--- config.mk ---
export PLATFORM = sky130hd
export DESIGN_NAME = fracdiv_clkgen
export DESIGN_NICKNAME = d
export VERILOG_FILES = /design/src/rtl/fracdiv_clkgen.sv
export SDC_FILE = /design/constraint.sdc
export NUM_CORES = 1
export LEC_CHECK = 0
export ABC_CLOCK_PERIOD_IN_PS = 2600
export BUFFER_PORTS_ARGS = -buffer_cell sky130_fd_sc_hd__buf_4
export CAP_MARGIN = 5
export CORE_MARGIN = 2
export CORE_UTILIZATION = 50
export DETAILED_ROUTE_END_ITERATION = 10
export PLACE_DENSITY = 0.74
export SYNTH_ARGS = -nofsm -noshare
export SYNTH_HDL_FRONTEND = slang
export SYNTH_SLANG_ARGS = --single-unit
export TNS_END_PERCENT = 1
--- constraint.sdc ---
create_clock -name clk -period 2.6 [get_ports clk]
set_clock_uncertainty 0.15 [all_clocks]
set_input_delay 0.13 -clock clk [delete_from_list [all_inputs] [get_ports clk]]
set_output_delay 0.13 -clock clk [all_outputs]
set_load 0.01 [all_outputs]
--- src/rtl/fracdiv_clkgen.sv ---
module fracdiv_clkgen #(
  parameter int DEN     = 25,
  parameter int NUM     = 6,
  parameter int INT_DIV = 4,
  parameter int ID_W    = 4,
  parameter int DAT_W   = 8,
  parameter int CFG_ID  = 1,
  parameter int EN_BIT  = 0,
  parameter int INT_BIT = 1
) (
  input  logic             clk,
  input  logic             rst_n,
  input  logic             cfg_wr,
  input  logic [ID_W-1:0]  cfg_id,
  input  logic [DAT_W-1:0] cfg_data,
  output logic             mode_en,
  output logic             mode_int,
  output logic             out_stb,
  output logic             out_sq
);
  localparam int CNT_W = (INT_DIV > 2) ? $clog2(INT_DIV) : 1;
  localparam int ACC_W = $clog2(DEN + NUM);
  localparam logic [CNT_W-1:0] CNT_LAST = CNT_W'(INT_DIV - 1);
  localparam logic [CNT_W-1:0] CNT_HALF = CNT_W'(INT_DIV / 2);
  localparam logic [ACC_W-1:0] ACC_NUM  = ACC_W'(NUM);
  localparam logic [ACC_W-1:0] ACC_DEN  = ACC_W'(DEN);
  // preset so the longer period closes each frame: 4,4,4,4,4,5
  localparam logic [ACC_W-1:0] ACC_P0   = ACC_W'(NUM - 1);

  logic [CNT_W-1:0] cnt, cnt_nxt;
  logic [ACC_W-1:0] acc, acc_sum;
  logic             wr_hit, restart, int_hit, wrap;
  logic             unused_cfg;

  assign wr_hit  = cfg_wr && (cfg_id == ID_W'(CFG_ID));
  assign restart = !mode_en ||
                   (wr_hit && ({cfg_data[EN_BIT], cfg_data[INT_BIT]} != {mode_en, mode_int}));
  assign unused_cfg = ^cfg_data;

  always_ff @(posedge clk or negedge rst_n) begin
    if (!rst_n) begin
      mode_en  <= 1'b0;
      mode_int <= 1'b0;
    end else if (wr_hit) begin
      mode_en  <= cfg_data[EN_BIT];
      mode_int <= cfg_data[INT_BIT];
    end
  end

  assign int_hit = (cnt == CNT_LAST);
  assign cnt_nxt = int_hit ? '0 : cnt + 1'b1;

  always_ff @(posedge clk or negedge rst_n) begin
    if (!rst_n)        cnt <= '0;
    else if (restart)  cnt <= '0;
    else if (mode_int) cnt <= cnt_nxt;
  end

  assign acc_sum = acc + ACC_NUM;
  assign wrap    = (acc_sum >= ACC_DEN);

  always_ff @(posedge clk or negedge rst_n) begin
    if (!rst_n)         acc <= ACC_P0;
    else if (restart)   acc <= ACC_P0;
    else if (!mode_int) acc <= wrap ? acc_sum - ACC_DEN : acc_sum;
  end

  always_ff @(posedge clk or negedge rst_n) begin
    if (!rst_n) begin
      out_stb <= 1'b0;
      out_sq  <= 1'b0;
    end else if (restart) begin
      out_stb <= 1'b0;
      out_sq  <= 1'b0;
    end else begin
      out_stb <= mode_int ? int_hit : wrap;
      out_sq  <= mode_int && (cnt_nxt >= CNT_HALF);
    end
  end

  AST_CFG_HOLD: assert property (@(posedge clk) disable iff (!rst_n)
    !(cfg_wr && cfg_id == ID_W'(CFG_ID)) |=> $stable({mode_en, mode_int}));
  AST_SILENT_OFF: assert property (@(posedge clk) disable iff (!rst_n)
    !mode_en |-> !out_stb && !out_sq);
  AST_STB_SINGLE: assert property (@(posedge clk) disable iff (!rst_n)
    out_stb |=> !out_stb);
  AST_ACC_RANGE: assert property (@(posedge clk) disable iff (!rst_n)
    acc < ACC_DEN);
  AST_SQ_INT_ONLY: assert property (@(posedge clk) disable iff (!rst_n)
    out_sq |-> mode_en && mode_int);
  AST_RESTART_QUIET: assert property (@(posedge clk) disable iff (!rst_n)
    (wr_hit && mode_en && cfg_data[INT_BIT] != mode_int) |=> !out_stb && !out_sq);
endmodule

## Word level (Yosys, flattened, before mapping)

Index checks and enable logic that the tools add are counted.

| storage, ports and cells | value |
|---|---|
| bits in latches | 0 |
| register bits after elaboration | 11 |
| output and inout port bits | 4 |
| memories | 0 |
| ROM bits | 0 |
| memory bits (writable) | 0 |

| operators by class | value |
|---|---|
| mux-type cells | 9 |
| add/subtract/negate cells | 3 |
| multipliers | 0 |
| order comparisons | 2 |
| reduce and logical (&&, ||, !) cells | 6 |
| shift-type cells | 0 |
| divide/modulo/power cells | 0 |
| equality and inequality tests | 4 |
| bitwise gates (word level) | 0 |

Operators by type and width:

| operator | count |
|---|---|
| 5-bit 2-to-1 mux | 3 |
| 2-bit 2-to-1 mux | 3 |
| 5-bit by 3-bit adder with 5-bit output (second input constant) | 1 |
| 5-bit >= comparator (second input constant) | 1 |
| 5-bit subtractor (second input constant) | 1 |
| 4-bit by 1-bit equality test with 1-bit output (second input constant) | 1 |
| 1-bit logical AND | 3 |
| 1-bit 2-to-1 mux | 3 |
| 2-bit by 1-bit adder with 2-bit output (second input constant) | 1 |
| 2-bit equality test (second input constant) | 1 |
| 2-bit >= comparator (second input constant) | 1 |
| 2-bit by 1-bit != test with 1-bit output (second input constant) | 1 |
| 2-bit != test | 1 |
| 2-bit nonzero test | 1 |
| 1-bit zero test | 1 |
| 1-bit logical OR | 1 |

## Depth between registers and ports, before layout

Gate-level depths: netlist of run 1.

| depth | value |
|---|---|
| word-level depth | 5 |
| gate-level depth with buffers | 6 |

## Least setup slack after synthesis of run 1

Ideal clock, no wire load.

| path | value |
|---|---|
| path type | register to register |
| start | register acc[2] |
| end | register acc[1] |
| path slack | 0.690 ns |
| cell stages (with the launch flop) | 7 |
| arrival | 1.636 ns |
| buffers on the path | 0 |
| data required time | 2.326 ns |
| period minus slack after synthesis | 1.910 ns |
| cells stage by stage | dfstp_2 inv_1 ha_1 and2_1 a2bb2oi_4 and3_2 o31a_1 |

| between the ends | value |
|---|---|
| cells in the longest elaborated chain, start to end | 5 |

RTL lines:

| element | line | source |
|---|---|---|
| from (decl) | 31 | `logic [ACC_W-1:0] acc, acc_sum;` |
| from (signal assigned) | 65 | `else if (!mode_int) acc <= wrap ? acc_sum - ACC_DEN : acc_sum;` |
| 5-bit by 3-bit adder with 5-bit output | 59 | `assign acc_sum = acc + ACC_NUM;` |
| 5-bit >= comparator | 60 | `assign wrap = (acc_sum >= ACC_DEN);` |
| 5-bit 2-to-1 mux (2 in a row) | 65 |  |
| 5-bit 2-to-1 mux | 64 | `else if (restart) acc <= ACC_P0;` |

Every way passes these cells. The select of a mux whose other input is x is not followed.
A chain may end at the register's enable or synchronous reset.

## Final worst setup path of run 1

Same ends and word-level chain as after synthesis.

==> impl_metrics.env, run 1 <==
export IMPL_synth_edf_count=0
export IMPL_h_tree_depth=1
export IMPL_tightest_slew_ps=454
export IMPL_fmax_mhz=486
export IMPL_io_buffers=12
export IMPL_path_clk_slew_ps=70
export IMPL_finalWeightedCongestion=0.709
export IMPL_stdcell_area_um2=872
export IMPL_r2r_slack_ps=540
export IMPL_finalNetCount=108
export IMPL_syn_to_final_growth_pct=22.7
export IMPL_post_cts_buffers=0
export IMPL_synthArstFlopShare_pct=100
export IMPL_layout_drive_gt1_share_pct=31.4
export IMPL_yosysTopAreaCell="dfrtp_1"
export IMPL_ant_nets=0
export IMPL_critPathMaxFanout=8
export IMPL_grt_max_degree=12
export IMPL_grt_overflow=0
export IMPL_ys_seq_area_share_pct=39.1
export IMPL_max_vdd_ir_drop_mv=0.367
export IMPL_synthCells=68
export IMPL_syn_area_um2=711
export IMPL_drv_cap=0
export IMPL_postCtsHoldBufs=3
export IMPL_place_area_um2=815
export IMPL_numCtsBuffers=3
export IMPL_powerDensity_nw_per_um2=814
export IMPL_finalCritPeriodShare_pct=79.2
export IMPL_crit_arrival_ps=2070
export IMPL_wl_per_cell_um=13.9
export IMPL_syn_num_nets=89
export IMPL_core_area_um2=1320
export IMPL_crit_type="register to register"
export IMPL_grt_pass1_wl_mm=2.35
export IMPL_worstSetupStartpointType="register"
export IMPL_std_cell_rows=13
export IMPL_yosysWarnings=0
export IMPL_drt_initial_drc_count=6
export IMPL_post_cts_resized=0
export IMPL_fin_tns_setup_ps=0
export IMPL_cts_num_sinks=11
export IMPL_io_pins=19
export IMPL_status="completed"
export IMPL_required_ps=2610
export IMPL_slew_headroom_pct=69.4
export IMPL_slew_violations=0
export IMPL_vias=579
export IMPL_yosys_top_cells_area="dfrtp_1 32%, ha_1 11%, dfstp_2 7.4%"
export IMPL_fillCellCount=106
export IMPL_clock_latency_ps=270
export IMPL_antenna_cells=0
export IMPL_firstDrtPassIters=4
export IMPL_hpwlAfterDp_mm=1.07
export IMPL_avgSynthCellArea_um2=10.5
export IMPL_start_util_pct=53.9
export IMPL_cts_root_buf="clkbuf_4"
export IMPL_synth_cell_types=36
export IMPL_leakagePower_nw=0.421
export IMPL_via_per_inst=5.73
export IMPL_grt_setup_unrepaired="false"
export IMPL_hold_viol=0
export IMPL_hold_path_class="primary input to register"
export IMPL_synth_top_area_share_pct=31.7
export IMPL_crit_path_end_kind="register"
export IMPL_die_height_um=41.7
export IMPL_antenna_found_initial=0
export IMPL_tritoncts="done"
export IMPL_die_area_um2=1740
export IMPL_fin_util_pct=66.2
export IMPL_synthFlopType="dfrtp_1"
export IMPL_remaining_drc_errors=0
export IMPL_clock_path_buffers=2
export IMPL_grt_pass1_vias=543
export IMPL_post_route_min_period_ps=2060
export IMPL_ys_ff_latch=11
export IMPL_die_w_um=41.7
export IMPL_grtUsageTotal_pct=18.2
export IMPL_wirelength_mm=1.40
export IMPL_finalSetupViolCount=0
cells by family (layout without fill, tap and decap cells):
family	count (synthesis)	after routing	share of synthesized area (%)
buffers and inverters	5	23	2.82
and+or+nand+nor	25	25	19.0
muxes	1	1	1.58
DFF	11	11	39.1
adders and majority gates	6	6	10.6
xor gates and xnor gates	2	2	3.52
AOI/OAI and AO/OA	18	18	23.4
registers in the layout, summed over array words and instances, names as in the netlist:
signal and count:
acc 5, cnt 2, mode_en 1, mode_int 1, out_sq 1, out_stb 1
power breakdown:
group,switching (mW),internal [mW]
Combinational,0.164,0.159
Sequential,0.0528,0.215
Clock,0.0623,0.0570
Total,0.279,0.430
worst max-delay path, cell delays in order, from the launching register on:
cell and delay, ps:
dfstp_2 560, inv_1 70, ha_1 340, and2_1 190, a2bb2oi_4 240, a211oi_1 100, o31a_1 290
layout make-up:
| cell class | instances | area, um2 | share of cell area, % |
|---|---|---|---|
| Sequential cell | 11 | 278 | 31.9 |
| Tap cell | 15 | 18.8 | 2.15 |
| Clock buffer | 3 | 22.5 | 2.58 |
| Timing Repair Buffer | 15 | 120 | 13.8 |
| Inverter | 4 | 15.0 | 1.72 |
| Clock inverter | 1 | 5.00 | 0.574 |
| Multi-Input combinational cell | 52 | 413 | 47.3 |
Yosys cell counts (2+ instances only):
| cell type | instances |
|---|---|
| nand4_1 | 3 |
| nor2b_1 | 2 |
| a22o_1 | 2 |
| and2_1 | 2 |
| nand2_1 | 9 |
| dfstp_2 | 2 |
| inv_1 | 4 |
| nor2_1 | 3 |
| dfrtp_1 | 9 |
| ha_1 | 6 |
metrics by stage:
| stage | total power [mW] | std cells | setup slack, ps | hold slack, ps |
|---|---|---|---|---|
| after CTS | 0.714 | 101 | 536 | 17.3 |
| after global routing | 0.762 | 101 | 425 | 39.8 |
| after global placement | 0.577 | 94 | 583 | -182 |
| after detailed placement | 0.590 | 94 | 545 | -177 |
| final | 0.710 | 101 | 542 | 21.6 |
| after floorplan | 0.503 | 68 | 690 | -316 |
worst paths after layout:
| path | startpoint | end | cells after the start |
|---|---|---|---|
| max in group asynchronous | rst_n | acc[2] | 2 |
| worst max-delay path | acc[2] | acc[1] | 6 |
| worst min-delay path | cfg_id[3] | mode_int | 3 |
| worst min register to register | cnt[1] | cnt[1] | 1 |
| min in group asynchronous | rst_n | cnt[1] | 2 |
| worst max register to register | acc[2] | acc[1] | 6 |
routing by layer:
metal | global-route usage, % | up-vias | wire length [um] | share of wire, %
li1 | - | 287 | - | -
met5 | 0 | - | 0 | 0
met1 | 23.0 | 277 | 623 | 44
met4 | 11.6 | 0 | 12 | 0.86
met2 | 28.1 | 13 | 722 | 52
met3 | 3.91 | 2 | 43 | 3.1
cells in the final DEF, fill, tap and decap left out, drive strengths merged, types with 2 or more instances in the layout:
master / instances
inv: 4
dlygate4sd3: 3
nor2b: 2
ha: 6
a21boi: 2
a22o: 2
nor2: 4
xnor2: 2
clkbuf: 3
nand4: 3
dfrtp: 9
buf: 12
dfstp: 2
nand2: 9
o21ai: 2
and2: 2
No activity file was read; power rests on OpenSTA's default activity.
==> run 2, diff against run 1 <==
--- a/config.mk
+++ b/config.mk
@@ -5,7 +5,7 @@
 export SDC_FILE = /design/constraint.sdc
 export NUM_CORES = 1
 export LEC_CHECK = 0
-export ABC_CLOCK_PERIOD_IN_PS = 2600
+export ABC_CLOCK_PERIOD_IN_PS = 2000
 export BUFFER_PORTS_ARGS = -buffer_cell sky130_fd_sc_hd__buf_4
 export CAP_MARGIN = 5
 export CORE_MARGIN = 2
==> constraint.sdc (replaced) <==
create_clock -name clk -period 2 [get_ports clk]
set_clock_uncertainty 0.15 [all_clocks]
set_input_delay 0.1 -clock clk [delete_from_list [all_inputs] [get_ports clk]]
set_output_delay 0.1 -clock clk [all_outputs]
set_load 0.01 [all_outputs]
==> impl_metrics.env, run 2 (synthesis gave the netlist of run 1 again) <==
export IMPL_status="completed"
export IMPL_stdcell_area_um2=922
export IMPL_antenna_cells=0
export IMPL_final_cell_mix="15 x buf_4, 9 x nand2_1, 8 x dfrtp_1, 5 x ha_1"
export IMPL_cts_num_sinks=11
export IMPL_dp_slack_ps=25.1
export IMPL_tritoncts="done"
export IMPL_place_area_um2=837
export IMPL_regArea_um2=279
export IMPL_io_buffers=12
export IMPL_grt_max_degree=12
export IMPL_finalSetupViolCount=0
export IMPL_firstDrtPassIters=4
export IMPL_tightest_slew_ps=475
export IMPL_critPathMaxFanout=8
export IMPL_required_ps=2010
export IMPL_post_route_min_period_ps=1910
export IMPL_worstSetupStartpointType="register"
export IMPL_max_vdd_ir_drop_mv=0.654
export IMPL_grt_pass1_vias=575
export IMPL_io_pins=19
export IMPL_fin_tns_setup_ps=0
export IMPL_h_tree_depth=1
export IMPL_post_cts_buffers=0
export IMPL_hold_path_class="primary input to register"
export IMPL_setup_ws_ps=93.4
export IMPL_numCtsBuffers=3
export IMPL_layout_drive_gt1_share_pct=39.3
export IMPL_remaining_drc_errors=0
export IMPL_hpwlAfterDp_mm=1.07
export IMPL_crit_path_end_kind="register"
export IMPL_finalNetCount=111
export IMPL_crit_arrival_ps=1920
export IMPL_cts_root_buf="clkbuf_4"
export IMPL_syn_to_final_growth_pct=29.8
export IMPL_switching_share_pct=38.7
export IMPL_hold_start="cfg_id[3]"
export IMPL_pwr_share_seq_pct=33.8
export IMPL_path_cells="inv_2, ha_4, or2_4, a2bb2oi_4, a211oi_2, o31a_1"
export IMPL_fin_util_pct=70.0
export IMPL_top_regs="acc x5, cnt x2"
export IMPL_finalCritPeriodShare_pct=95.3
export IMPL_fillCellCount=101
export IMPL_hold_viol=0
export IMPL_leakagePower_nw=0.438
export IMPL_slew_violations=0
export IMPL_timing_rr_start="acc[2]"
export IMPL_intPower_uw=622
export IMPL_vias=603
export IMPL_r2r_slack_ps=90
export IMPL_wl_per_cell_um=14.2
export IMPL_fmax_mhz=524
export IMPL_std_cell_rows=13
export IMPL_max_stage_delay_ps=540
export IMPL_p_comb_share_pct=50.6
export IMPL_top_register="acc"
export IMPL_layout_commonest_cell="buf_4"
export IMPL_grt_overflow=0
export IMPL_p_clk_share_pct=15.6
export IMPL_finalNonFillerCells=104
export IMPL_crit_type="register to register"
export IMPL_clock_latency_ps=280
export IMPL_min_delay_path_depth=4
export IMPL_antenna_found_initial=0
export IMPL_wirelength_mm=1.48
export IMPL_dpl_cell_count=97
export IMPL_clock_path_buffers=2
export IMPL_drv_cap=0
export IMPL_powerDensity_nw_per_um2=1100
export IMPL_holdPathEnd="mode_int"
export IMPL_reg2reg_to="acc[1]"
export IMPL_start_util_pct=53.9
export IMPL_core_area_um2=1320
export IMPL_die_w_um=41.7
export IMPL_multiInputGateArea_um2=439
export IMPL_grtUsageTotal_pct=17.9
export IMPL_die_area_um2=1740
export IMPL_grt_pass1_wl_mm=2.42
export IMPL_finalWeightedCongestion=0.745
export IMPL_drt_initial_drc_count=19
export IMPL_grt_setup_unrepaired="false"
export IMPL_slowest_stage="dfstp_2"
export IMPL_slew_headroom_pct=68.0
export IMPL_reg2regPathDepth=6
export IMPL_path_clk_slew_ps=80
export IMPL_ant_nets=0
export IMPL_die_height_um=41.7
export IMPL_via_per_inst=5.80
export IMPL_p_sw_uw=392
export IMPL_p_total_mw=1.01
export IMPL_hold_ws_ps=10.0
export IMPL_largest_reg_flops=5
==> run 2: changes by cell type in the layout (fill, tap and decap cells not counted), sizes merged <==
cell,previous run,this run
buf,12,15
==> run 2: how the worst max path moves through the flow <==
stage	depth (start not counted)	slack, ps	to	start
floorplan	6	90	acc[1]	acc[2]
global placement	6	70	acc[1]	acc[2]
detailed placement	6	30	acc[1]	acc[2]
CTS	6	20	acc[1]	acc[2]
global route	6	20	acc[1]	acc[1]
finish	6	90	acc[1]	acc[2]
==> run 2: critical path, delay by kind of cell (launching register included) <==
| family | cells | cell delay, ps |
|---|---|---|
| buffers and inverters | 1 | 50 |
| AO/OA/AOI/OAI | 3 | 650 |
| AND/OR/NAND/NOR | 1 | 260 |
| flip-flops | 1 | 540 |
| adder cells (fa/ha/maj) | 1 | 150 |
==> run 2: per-layer routing <==
metal	GRT usage (%)	routed length (um)
met5	0	0
met4	7.74	34
met3	1.30	65
met2	31.9	755
met1	22.1	625
==> run 2: power groups by stage <==
stage                     Sequential, mW  Combinational, mW  Clock, mW
after floorplan                    0.332              0.322          0
after global placement             0.337              0.450          0
after detailed placement           0.338              0.464          0
after CTS                          0.334              0.469      0.156
after global routing               0.350              0.563      0.164
final                              0.342              0.513      0.158
==> run 2: area by class of cell <==
type / count / share of cell area (%)
inverters: 4 / 1.63
clock buffers: 3 / 2.44
clock inverters: 1 / 0.543
repair buffers: 18 / 15.5
well taps: 15 / 2.04
flip-flops and latches: 11 / 30.3
multi-input cells: 52 / 47.6
==> run 2: timing repair <==
action                                  in CTS  in global routing
resized for setup                            0                  6
endpoints found under the setup margin       0                  1
hold endpoints to repair                    13                  0
hold buffers                                 3                  0
